File: src/rtl/blink_pkg.sv
// Package: shared widths and types for the dual blink rate generator.
// Assumes 8-bit phase and setting fields throughout.
package blink_pkg;
    localparam int PHASE_W  = 8;
    localparam int SET_W    = 8;
    localparam int NUM_CH   = 2;
    localparam logic [PHASE_W-1:0] PHASE_LAST = '1;

    typedef logic [SET_W-1:0]   set_t;
    typedef logic [PHASE_W-1:0] phase_t;

    // One channel's private copy of its settings
    typedef struct packed {
        set_t psc;
        set_t duty;
    } chan_cfg_t;
endpackage

File: src/rtl/blink_tick_div.sv
// Module: blink_tick_div
// Divides the system clock down to a single-cycle base tick every DIV clocks.
// Assumes DIV >= 1; DIV == 1 yields a tick on every clock.
module blink_tick_div #(
    parameter int DIV = 1000
) (
    input  logic clk,
    input  logic rst_n,
    output logic tick
);
    localparam int CNT_W = (DIV > 1) ? $clog2(DIV) : 1;

    generate
        if (DIV > 1) begin : g_count
            logic [CNT_W-1:0] cnt;

            // Count clocks, wrapping after DIV-1
            always_ff @(posedge clk) begin
                if (!rst_n)                       cnt <= '0;
                else if (cnt == CNT_W'(DIV - 1))  cnt <= '0;
                else                              cnt <= cnt + 1'b1;
            end

            assign tick = (cnt == CNT_W'(DIV - 1));


            tick_gap_chk: assert property (@(posedge clk) disable iff (!rst_n)
                tick |=> !tick);

            cnt_range_chk: assert property (@(posedge clk) disable iff (!rst_n)
                cnt <= CNT_W'(DIV - 1));
        end else begin : g_every
            assign tick = 1'b1;
        end
    endgenerate
endmodule

File: src/rtl/blink_channel.sv
// Module: blink_channel
// One blink channel: a prescale counter on the base tick, an 8-bit phase
// counter, and a duty comparison. Settings are copied during reset and at the
// 255->0 phase wrap only, so a period is never cut short.
// Assumes tick is a single-cycle pulse from the shared divider.
module blink_channel
    import blink_pkg::*;
(
    input  logic clk,
    input  logic rst_n,
    input  logic tick,
    input  set_t psc_i,
    input  set_t duty_i,
    output logic dim_o
);
    chan_cfg_t cfg_q;
    set_t      pre_cnt;
    phase_t    phase;
    logic      step;
    logic      wrap;

    assign step = tick && (pre_cnt == cfg_q.psc);
    assign wrap = step && (phase == PHASE_LAST);

    // Prescale counter: counts base ticks up to the held prescale value
    always_ff @(posedge clk) begin
        if (!rst_n)    pre_cnt <= '0;
        else if (step) pre_cnt <= '0;
        else if (tick) pre_cnt <= pre_cnt + 1'b1;
    end

    // Phase counter: one step per prescale period, wraps naturally
    always_ff @(posedge clk) begin
        if (!rst_n)    phase <= '0;
        else if (step) phase <= phase + 1'b1;
    end

    // Settings copy: taken during reset and at the phase wrap
    always_ff @(posedge clk) begin
        if (!rst_n || wrap) cfg_q <= '{psc: psc_i, duty: duty_i};
    end

    // Output decode from registers only
    assign dim_o = (phase < cfg_q.duty);


    phase_hold_chk: assert property (@(posedge clk) disable iff (!rst_n)
        !tick |=> $stable(phase));

    cfg_hold_chk: assert property (@(posedge clk) disable iff (!rst_n)
        !wrap |=> $stable(cfg_q));

    zero_duty_off_chk: assert property (@(posedge clk) disable iff (!rst_n)
        (cfg_q.duty == '0) |-> !dim_o);

    dim_quiet_chk: assert property (@(posedge clk) disable iff (!rst_n)
        !tick |=> $stable(dim_o));
endmodule

File: src/rtl/blink_rate_gen.sv
// Module: blink_rate_gen
// Two independent blink/dim channels sharing one base-tick divider.
// Period = (psc+1)*256 base ticks, duty = duty/256.
// Assumes CLK_HZ is an integer multiple of TICK_HZ.
module blink_rate_gen
    import blink_pkg::*;
#(
    parameter int CLK_HZ  = 40_960_000,
    parameter int TICK_HZ = 40_960
) (
    input  logic       clk,
    input  logic       rst_n,
    input  logic [7:0] psc0_i,
    input  logic [7:0] duty0_i,
    input  logic [7:0] psc1_i,
    input  logic [7:0] duty1_i,
    output logic       dim0_o,
    output logic       dim1_o
);
    localparam int DIV = CLK_HZ / TICK_HZ;

    logic tick;
    set_t psc_a  [NUM_CH];
    set_t duty_a [NUM_CH];
    logic dim_a  [NUM_CH];

    assign psc_a[0]  = psc0_i;
    assign psc_a[1]  = psc1_i;
    assign duty_a[0] = duty0_i;
    assign duty_a[1] = duty1_i;
    assign dim0_o    = dim_a[0];
    assign dim1_o    = dim_a[1];

    blink_tick_div #(.DIV(DIV)) u_div (
        .clk   (clk),
        .rst_n (rst_n),
        .tick  (tick)
    );

    generate
        for (genvar c = 0; c < NUM_CH; c++) begin : g_ch
            blink_channel u_ch (
                .clk    (clk),
                .rst_n  (rst_n),
                .tick   (tick),
                .psc_i  (psc_a[c]),
                .duty_i (duty_a[c]),
                .dim_o  (dim_a[c])
            );
        end
    endgenerate
endmodule

File: config.mk
export PLATFORM = sky130hd
export DESIGN_NAME = blink_rate_gen
export DESIGN_NICKNAME = d
export VERILOG_FILES = /design/src/rtl/blink_pkg.sv /design/src/rtl/blink_tick_div.sv /design/src/rtl/blink_channel.sv /design/src/rtl/blink_rate_gen.sv
export SDC_FILE = /design/constraint.sdc
export NUM_CORES = 1
export LEC_CHECK = 0
export ABC_AREA = 1
export ABC_CLOCK_PERIOD_IN_PS = 2650
export BUFFER_PORTS_ARGS = -buffer_cell sky130_fd_sc_hd__buf_2
export CAP_MARGIN = 25
export CORE_ASPECT_RATIO = 1.1
export CORE_MARGIN = 8
export CORE_UTILIZATION = 56
export CTS_BUF_LIST = sky130_fd_sc_hd__clkbuf_8
export CTS_CLUSTER_DIAMETER = 150
export DETAILED_ROUTE_END_ITERATION = 16
export GPL_TIMING_DRIVEN = 0
export PLACE_DENSITY_LB_ADDON = 0.2
export SLEW_MARGIN = 20
export SYNTH_ARGS = -nofsm -noshare
export SYNTH_HDL_FRONTEND = slang
export SYNTH_SLANG_ARGS = --single-unit
File: constraint.sdc
create_clock -name clk -period 2.65 [get_ports clk]
set_input_delay 0.53 -clock clk [delete_from_list [all_inputs] [get_ports clk]]
set_output_delay 0.53 -clock clk [all_outputs]
set_load 0.05 [all_outputs]
==> out/qor.csv, run 1 <==
stage;metric;value;unit
outcome;outcome;finished, final reports clean;
yosys;synth_fp_nets;570;
sta;tightest_slew;539;ps
sta;final-hold-violation-count;0;
clock_network;insertion_delay;350;ps
clock_network;post_cts_resized;0;
sta;fin_hold_ws;349;ps
sta;fin_worst_skew;7.04;ps
clock_network;cts_made_buffers;9;
yosys;ys_types;32;
yosys;yosysSeqAreaShare;45.9;%
pwr;ir_drop;267;µV
final_layout;nFillCells;597;
sta;grt_setup_unrepaired;no;
critical_path;arrival;1720;ps
pwr;p_per_area;477;mW/mm²
place;placed_area;0.00424;mm²
floorplanning;core_area;0.00693;mm²
detailed_routing;vias;3235;
clock_network;cts_root_buffer;clkbuf_8;
final_layout;layout_common_cells;nand2_1, inv_1, nor2_1;
critical_path;ff2ff_setup_slack;510;ps
sta;maxSlewHeadroom;63.8;%
critical_path;worstSetupStartpointType;flip-flop;
clock_network;h-tree-depth;3;
floorplanning;fp-row-count;32;
place;gp_congestion;0.845;
floorplanning;io_pins;36;
final_layout;area_delta_synth_final;12.2;%
critical_path;critPathKind;flip-flop to primary output;
pwr;power;2100;µW
clock_network;cts_tree;yes;
floorplanning;fp.dieW;95.9;µm
detailed_routing;routed_wl;7440;µm
global_route;overflow;0;
sta;fin_crit_sh;84.9;%
yosys;syn_inst;517;
critical_path;crit_fanout;6;
critical_path;critical_path_required;2120;ps
floorplanning;start_util;56.7;%
yosys;yosysWarnings;0;
detailed_routing;drcViolationCount;0;
global_route;grt_pass1_vias;3189;
floorplanning;dieArea;0.00995;mm²
detailed_routing;post_drt_wl_per_cell;11.4;µm
final_layout;num-nets-final;618;
yosys;synth_edf_count;32;
final_layout;layout_commonest_cell;nand2_1;
sta;fmax;444;MHz
sta;final.setup.worst_slack;399;ps
floorplanning;die_h;104;µm
global_route;grt_pass1_wl;13100;µm
place;pre_cts_ws;482;ps
clock_network;clk_pin_slew;80;ps
sta;setup_violations;0;
worst_hold_path;hold_path.class;primary input to flip-flop;
yosys;yosys_register_bits;74;
place;portBuffers;35;
global_route;grt_max_degree;13;
yosys;synth.avg_cell_area;7.60;µm²
global_route;antenna_found_initial;0;
yosys;syn_area;0.00393;mm²
place;dp_hpwl;5680;µm
global_route;grt_usage;16.1;%
sta;slew_violations;0;
detailed_routing;first_iter_violations;132;
run;max_cap_viol_count;0;
clock_network;clock-sinks;74;
pwr;p_leak;0.00202;µW
detailed_routing;antenna_left;0;
critical_path;endpoint_kind;primary output;
yosys;ys.flop_type;dfxtp_1;
sta;final.min_clock_period;2250;ps
final_layout;diodes;0;
clock_network;hold_buffers;0;
yosys;synth-async-reset-ratio;0;%
detailed_routing;routed_via_density;4.94;
final_layout;utilization;63.6;%
final_layout;design_area;0.00441;mm²
clock_network;clockBufferDepth;2;
final_layout;drive_gt1_share;14.7;%
detailed_routing;first_pass_iters;4;
clock_network;post_cts_buffers;0;
## final cells by class
type | instances | area (µm²) | area share (%)
flip-flops and latches | 74 | 1800 | 40.9
clock inverters | 6 | 28.8 | 0.653
repair buffers | 37 | 198 | 4.49
multi-input cells | 356 | 1790 | 40.6
plain buffers | 7 | 43.8 | 0.994
inverters | 80 | 303 | 6.87
clock buffers | 10 | 138 | 3.12
well taps | 85 | 106 | 2.41
## registers in the layout, summed over array words and instances, names as in the netlist
signal             count
u_div.g_count.cnt     10
g_ch.u_ch.cfg_q       32
g_ch.u_ch.phase       16
g_ch.u_ch.pre_cnt     16
## layer usage
| layer | vias up | track usage, % | routed length [µm] |
|---|---|---|---|
| met5 | - | 0 | 0 |
| met4 | 0 | 8.14 | 163 |
| met3 | 14 | 3.47 | 251 |
| met2 | 44 | 28.1 | 3800 |
| met1 | 1450 | 17.4 | 3230 |
| li1 | 1727 | - | - |
## stage by stage
stage                     TNS (ps)  cells
after detailed placement         0    639
after global routing             0    655
final                            0    655
after CTS                        0    655
after global placement       -4770    637
after floorplan                  0    517
## cells in the mapped netlist (all sizes together) (5+ instances only)
| cell | instances | share of area (%) |
|---|---|---|
| xor2 | 7 | 1.6 |
| a21oi | 34 | 4.3 |
| nor2 | 74 | 7.8 |
| inv | 80 | 7.7 |
| buf | 5 | 0.89 |
| edfxtp | 32 | 24 |
| nand3 | 27 | 4.1 |
| ha | 19 | 6.1 |
| dfxtp | 42 | 21 |
| nand4 | 7 | 1.1 |
| o21ai | 14 | 1.8 |
| nand2 | 158 | 15 |
## cell families (layout without fill, tap and decap cells)
group | Yosys count | in the layout | share of synthesized area [%]
and+or+nand+nor | 277 | 277 | 30.6
buffers and inverters | 87 | 140 | 8.82
DFF | 74 | 74 | 45.9
AOI/OAI and AO/OA | 50 | 50 | 6.46
adders and majority gates | 19 | 19 | 6.05
xor gates and xnor gates | 10 | 10 | 2.23
## critical path, cell delays in order (launching register included)
cell     delay, ps
dfxtp_1        430
ha_1           280
a21oi_1        140
o21ai_0        120
a21oi_1        140
buf_2          270
## where the power goes
group / internal [µW] / total, µW / switching (µW)
Combinational: 48.8 / 115 / 65.9
Clock: 352 / 752 / 400
Sequential: 1220 / 1240 / 14.3
## worst paths after layout
check                         from                      to  cells past startpoint
min reg2reg   u_div.g_count.cnt[0]    u_div.g_count.cnt[0]                      1
max reg2reg   u_div.g_count.cnt[0]  g_ch[0].u_ch.cfg_q[15]                      8
max          g_ch[0].u_ch.phase[3]                  dim0_o                      5
min                      psc1_i[1]   g_ch[1].u_ch.cfg_q[9]                      1
Power figures use the tool's default switching activity.
==> run 2: changes to the inputs <==
- ABC_CLOCK_PERIOD_IN_PS: 2650 -> 1800
- clock period: 2.65 -> 1.8 ns (I/O delays scaled with it)
==> run 2 against run 1 <==
The run now ends with negative setup slack left. Non-clock buffer count is 12 higher. Sequential share of layout area fell by 2.8 points. Final cell count rose by 1.8%. Sequential cell count unchanged. Clock skew increased by 2.9 ps. Core utilization rose by 5.8 points. Largest cell class is now multi-input gates.
==> out/qor.csv, run 2 (same netlist as run 1, synthesis figures left out) <==
stage;metric;value;unit;change
outcome;outcome;complete, but fails checks;;was finished, final reports clean
outcome;violations;negative setup slack;;
pwr;power_frac_comb;6.3;%;was 5.4%
detailed_routing;antenna_left;0;;unchanged
floorplanning;io_pins;36;;unchanged
final_layout;layout_commonest_cell;nand2_1;;unchanged
critical_path;critPathKind;flip-flop to primary output;;unchanged
sta;tightest_slew;612;ps;was 539 ps
worst_hold_path;whs_path_depth;1;;unchanged
critical_path;crit_chain;inv_2 > ha_4 > a21oi_2 > o21ai_2 > a21oi_2 > buf_6;;was ha_1 > a21oi_1 > o21ai_0 > a21oi_1 > buf_2
floorplanning;fp.dieW;95.9;µm;unchanged
floorplanning;start_util;56.7;%;unchanged
critical_path;arrival;1560;ps;was 1720 ps
sta;final.setup.worst_slack;-124;ps;was 399 ps
floorplanning;fp-row-count;32;;unchanged
detailed_routing;first_iter_violations;154;;was 132
sta;fin_crit_sh;107;%;
pwr;pwr-share-clk;37.8;%;was 35.7%
critical_path;critical_path_required;1440;ps;was 2120 ps
detailed_routing;first_pass_iters;4;;unchanged
final_layout;num-nets-final;630;;was 618
sta;fin_worst_skew;9.98;ps;was 7.04 ps
run;max_cap_viol_count;0;;unchanged
detailed_routing;routed_via_density;5.05;;was 4.94
clock_network;cts_tree;yes;;unchanged
critical_path;cp_slowest_cell;edfxtp_1;;was dfxtp_1
final_layout;nFillCells;543;;was 597
global_route;grt_pass1_vias;3114;;was 3189
global_route;grt_max_degree;17;;was 13
place;dpl.cell_count;637;;was 639
sta;grt_setup_unrepaired;yes;;was no
place;dp_hpwl;5520;µm;was 5680 µm
clock_network;hold_buffers;0;;unchanged
detailed_routing;post_drt_wl_per_cell;12.2;µm;was 11.4 µm
pwr;p_int;2520;µW;was 1620 µW
sta;slew_violations;0;;unchanged
final_layout;diodes;0;;unchanged
place;portBuffers;35;;unchanged
worst_hold_path;hp-start;duty1_i[1];;was psc1_i[1]
pwr;p_per_area;679;mW/mm²;was 477 mW/mm²
worst_hold_path;min_to;g_ch[1].u_ch.cfg_q[1];;was g_ch[1].u_ch.cfg_q[9]
critical_path;slowest_delay;380;ps;was 430 ps
final_layout;layout_common_cells;nand2_1, inv_1, nor2_1;;unchanged
final_layout;top_register;g_ch.u_ch.cfg_q;;unchanged
final_layout;final-seq-area;0.00183;mm²;was 0.00180 mm²
floorplanning;dieArea;0.00995;mm²;unchanged
clock_network;clock-sinks;74;;unchanged
critical_path;crit_fanout;2;;was 6
pwr;pwr-share-seq;55.9;%;was 58.8%
clock_network;clockBufferDepth;2;;unchanged
sta;final.min_clock_period;1920;ps;
global_route;overflow;0;;unchanged
critical_path;critPathTopFamily;flip-flops;;unchanged
floorplanning;core_area;0.00693;mm²;unchanged
place;gp_congestion;0.840;;was 0.845
pwr;p_leak;0.00211;µW;was 0.00202 µW
final_layout;largestRegisters;g_ch.u_ch.cfg_q x32, g_ch.u_ch.phase x16, g_ch.u_ch.pre_cnt x16;;unchanged
clock_network;insertion_delay;350;ps;about the same
critical_path;crit_buf_inv;2;;was 1
pwr;power;3260;µW;was 2100 µW
critical_path;worstSetupStartpointType;flip-flop;;unchanged
sta;maxSlewHeadroom;59.2;%;was 63.8%
global_route;grt_pass1_wl;13300;µm;was 13100 µm
final_layout;area_delta_synth_final;22.3;%;was 12.2%
floorplanning;die_h;104;µm;unchanged
clock_network;h-tree-depth;3;;unchanged
pwr;p_sw;746;µW;was 480 µW
pwr;p_sw_share;22.9;%;was 22.8%
final_layout;largest_register_ffs;32;;unchanged
critical_path;cp_common_cell;a21oi_2;;was a21oi_1
critical_path;ff2ff_setup_slack;50;ps;was 510 ps
clock_network;cts_made_buffers;9;;unchanged
critical_path;reg2regPathDepth;7;;was 8
sta;setup_violations;2;;was 0
clock_network;clk_pin_slew;80;ps;about the same
critical_path;timing.rr.start;g_ch[1].u_ch.phase[1];;was u_div.g_count.cnt[0]
pwr;ir_drop;371;µV;was 267 µV
worst_hold_path;hold_path.class;primary input to flip-flop;;unchanged
sta;fmax;520;MHz;
global_route;grt_usage;16.7;%;was 16.1%
detailed_routing;drcViolationCount;0;;unchanged
final_layout;multi_input_area;0.00200;mm²;was 0.00179 mm²
critical_path;worstReg2RegEnd;g_ch[1].u_ch.cfg_q[12];;was g_ch[0].u_ch.cfg_q[15]
detailed_routing;routed_wl;8140;µm;was 7440 µm
final_layout;final_cells;667;;was 655
detailed_routing;vias;3367;;was 3235
critical_path;endpoint_kind;primary output;;unchanged
global_route;antenna_found_initial;0;;unchanged
sta;final-hold-violation-count;0;;unchanged
clock_network;cts_root_buffer;clkbuf_8;;unchanged
final_layout;drive_gt1_share;25.4;%;was 14.7%
==> run 2: cell count changes in the layout (fill, tap and decap cells not counted), moves of 3 or more <==
cell     change
dfxtp_1     -15
dfxtp_2     +12
a21oi_1     -10
buf_4       +10
ha_1        -10
ha_4        +10
inv_1       -10
a21oi_2      +9
inv_2        +8
o21ai_0      -4
dfxtp_4      +3
==> run 2: area by class of cell <==
type                    count  share of cell area, %
flip-flops and latches     74                   38.0
plain buffers               7                  0.911
inverters                  80                   6.40
clock inverters             7                   1.28
multi-input cells         356                   41.6
well taps                  85                   2.21
repair buffers             49                   6.95
clock buffers               9                   2.58
==> run 2: metal layers <==
metal | track usage (%) | wire (µm) | vias to the layer above
met4 | 7.26 | 159 | 0
met3 | 5.05 | 420 | 15
met2 | 28.2 | 4110 | 68
met5 | 0 | 0 | -
met1 | 18.7 | 3450 | 1529
li1 | - | - | 1755
==> run 2: repair_timing <==
action	4_1_cts	5_1_grt
setup buffers	6	7
endpoints found under the setup margin	34	34
cloned	0	1
pin swaps	10	14
gates resized for setup	25	41
==> run 2: worst max-delay path by stage <==
| stage | depth (start not counted) | to | startpoint | slack [ps] |
|---|---|---|---|---|
| after floorplan | 7 | g_ch[0].u_ch.cfg_q[0] | u_div.g_count.cnt[0] | 0.7 |
| after global placement | 7 | g_ch[0].u_ch.cfg_q[8] | u_div.g_count.cnt[0] | -280 |
| after detailed placement | 7 | g_ch[0].u_ch.cfg_q[7] | u_div.g_count.cnt[0] | -320 |
| after CTS | 6 | dim0_o | g_ch[0].u_ch.cfg_q[3] | -150 |
| after global routing | 6 | dim0_o | g_ch[0].u_ch.cfg_q[1] | -200 |
| final | 6 | dim0_o | g_ch[0].u_ch.cfg_q[5] | -120 |
==> run 2: worst reg2reg max path: stages (launching register included) <==
cell      delay, ps
dfxtp_2         380
ha_1            170
nand2_1          50
inv_1            90
nand4_1         140
nand3b_1        250
o21ai_4         210
buf_8           160
==> run 2: per-stage QoR <==
stage	setup TNS (ps)	hold slack, ps	worst slack (ps)	util, %	area [µm²]
after detailed placement	-9590	444	-320	61.3	4250
after global routing	-781	154	-200	69.4	4810
after floorplan	0	418	0.678	-	3960
after CTS	-256	162	-147	65.8	4560
after global placement	-8830	431	-282	61.3	4250
final	-196	174	-124	69.4	4810
==> run 2: power groups by stage <==
stage	sequential, µW	clock [µW]	combinational (µW)
after floorplan	1860	0	107
after global placement	1860	0	161
after detailed placement	1860	0	168
after CTS	1820	1260	184
after global routing	1830	1350	234
final	1820	1230	206
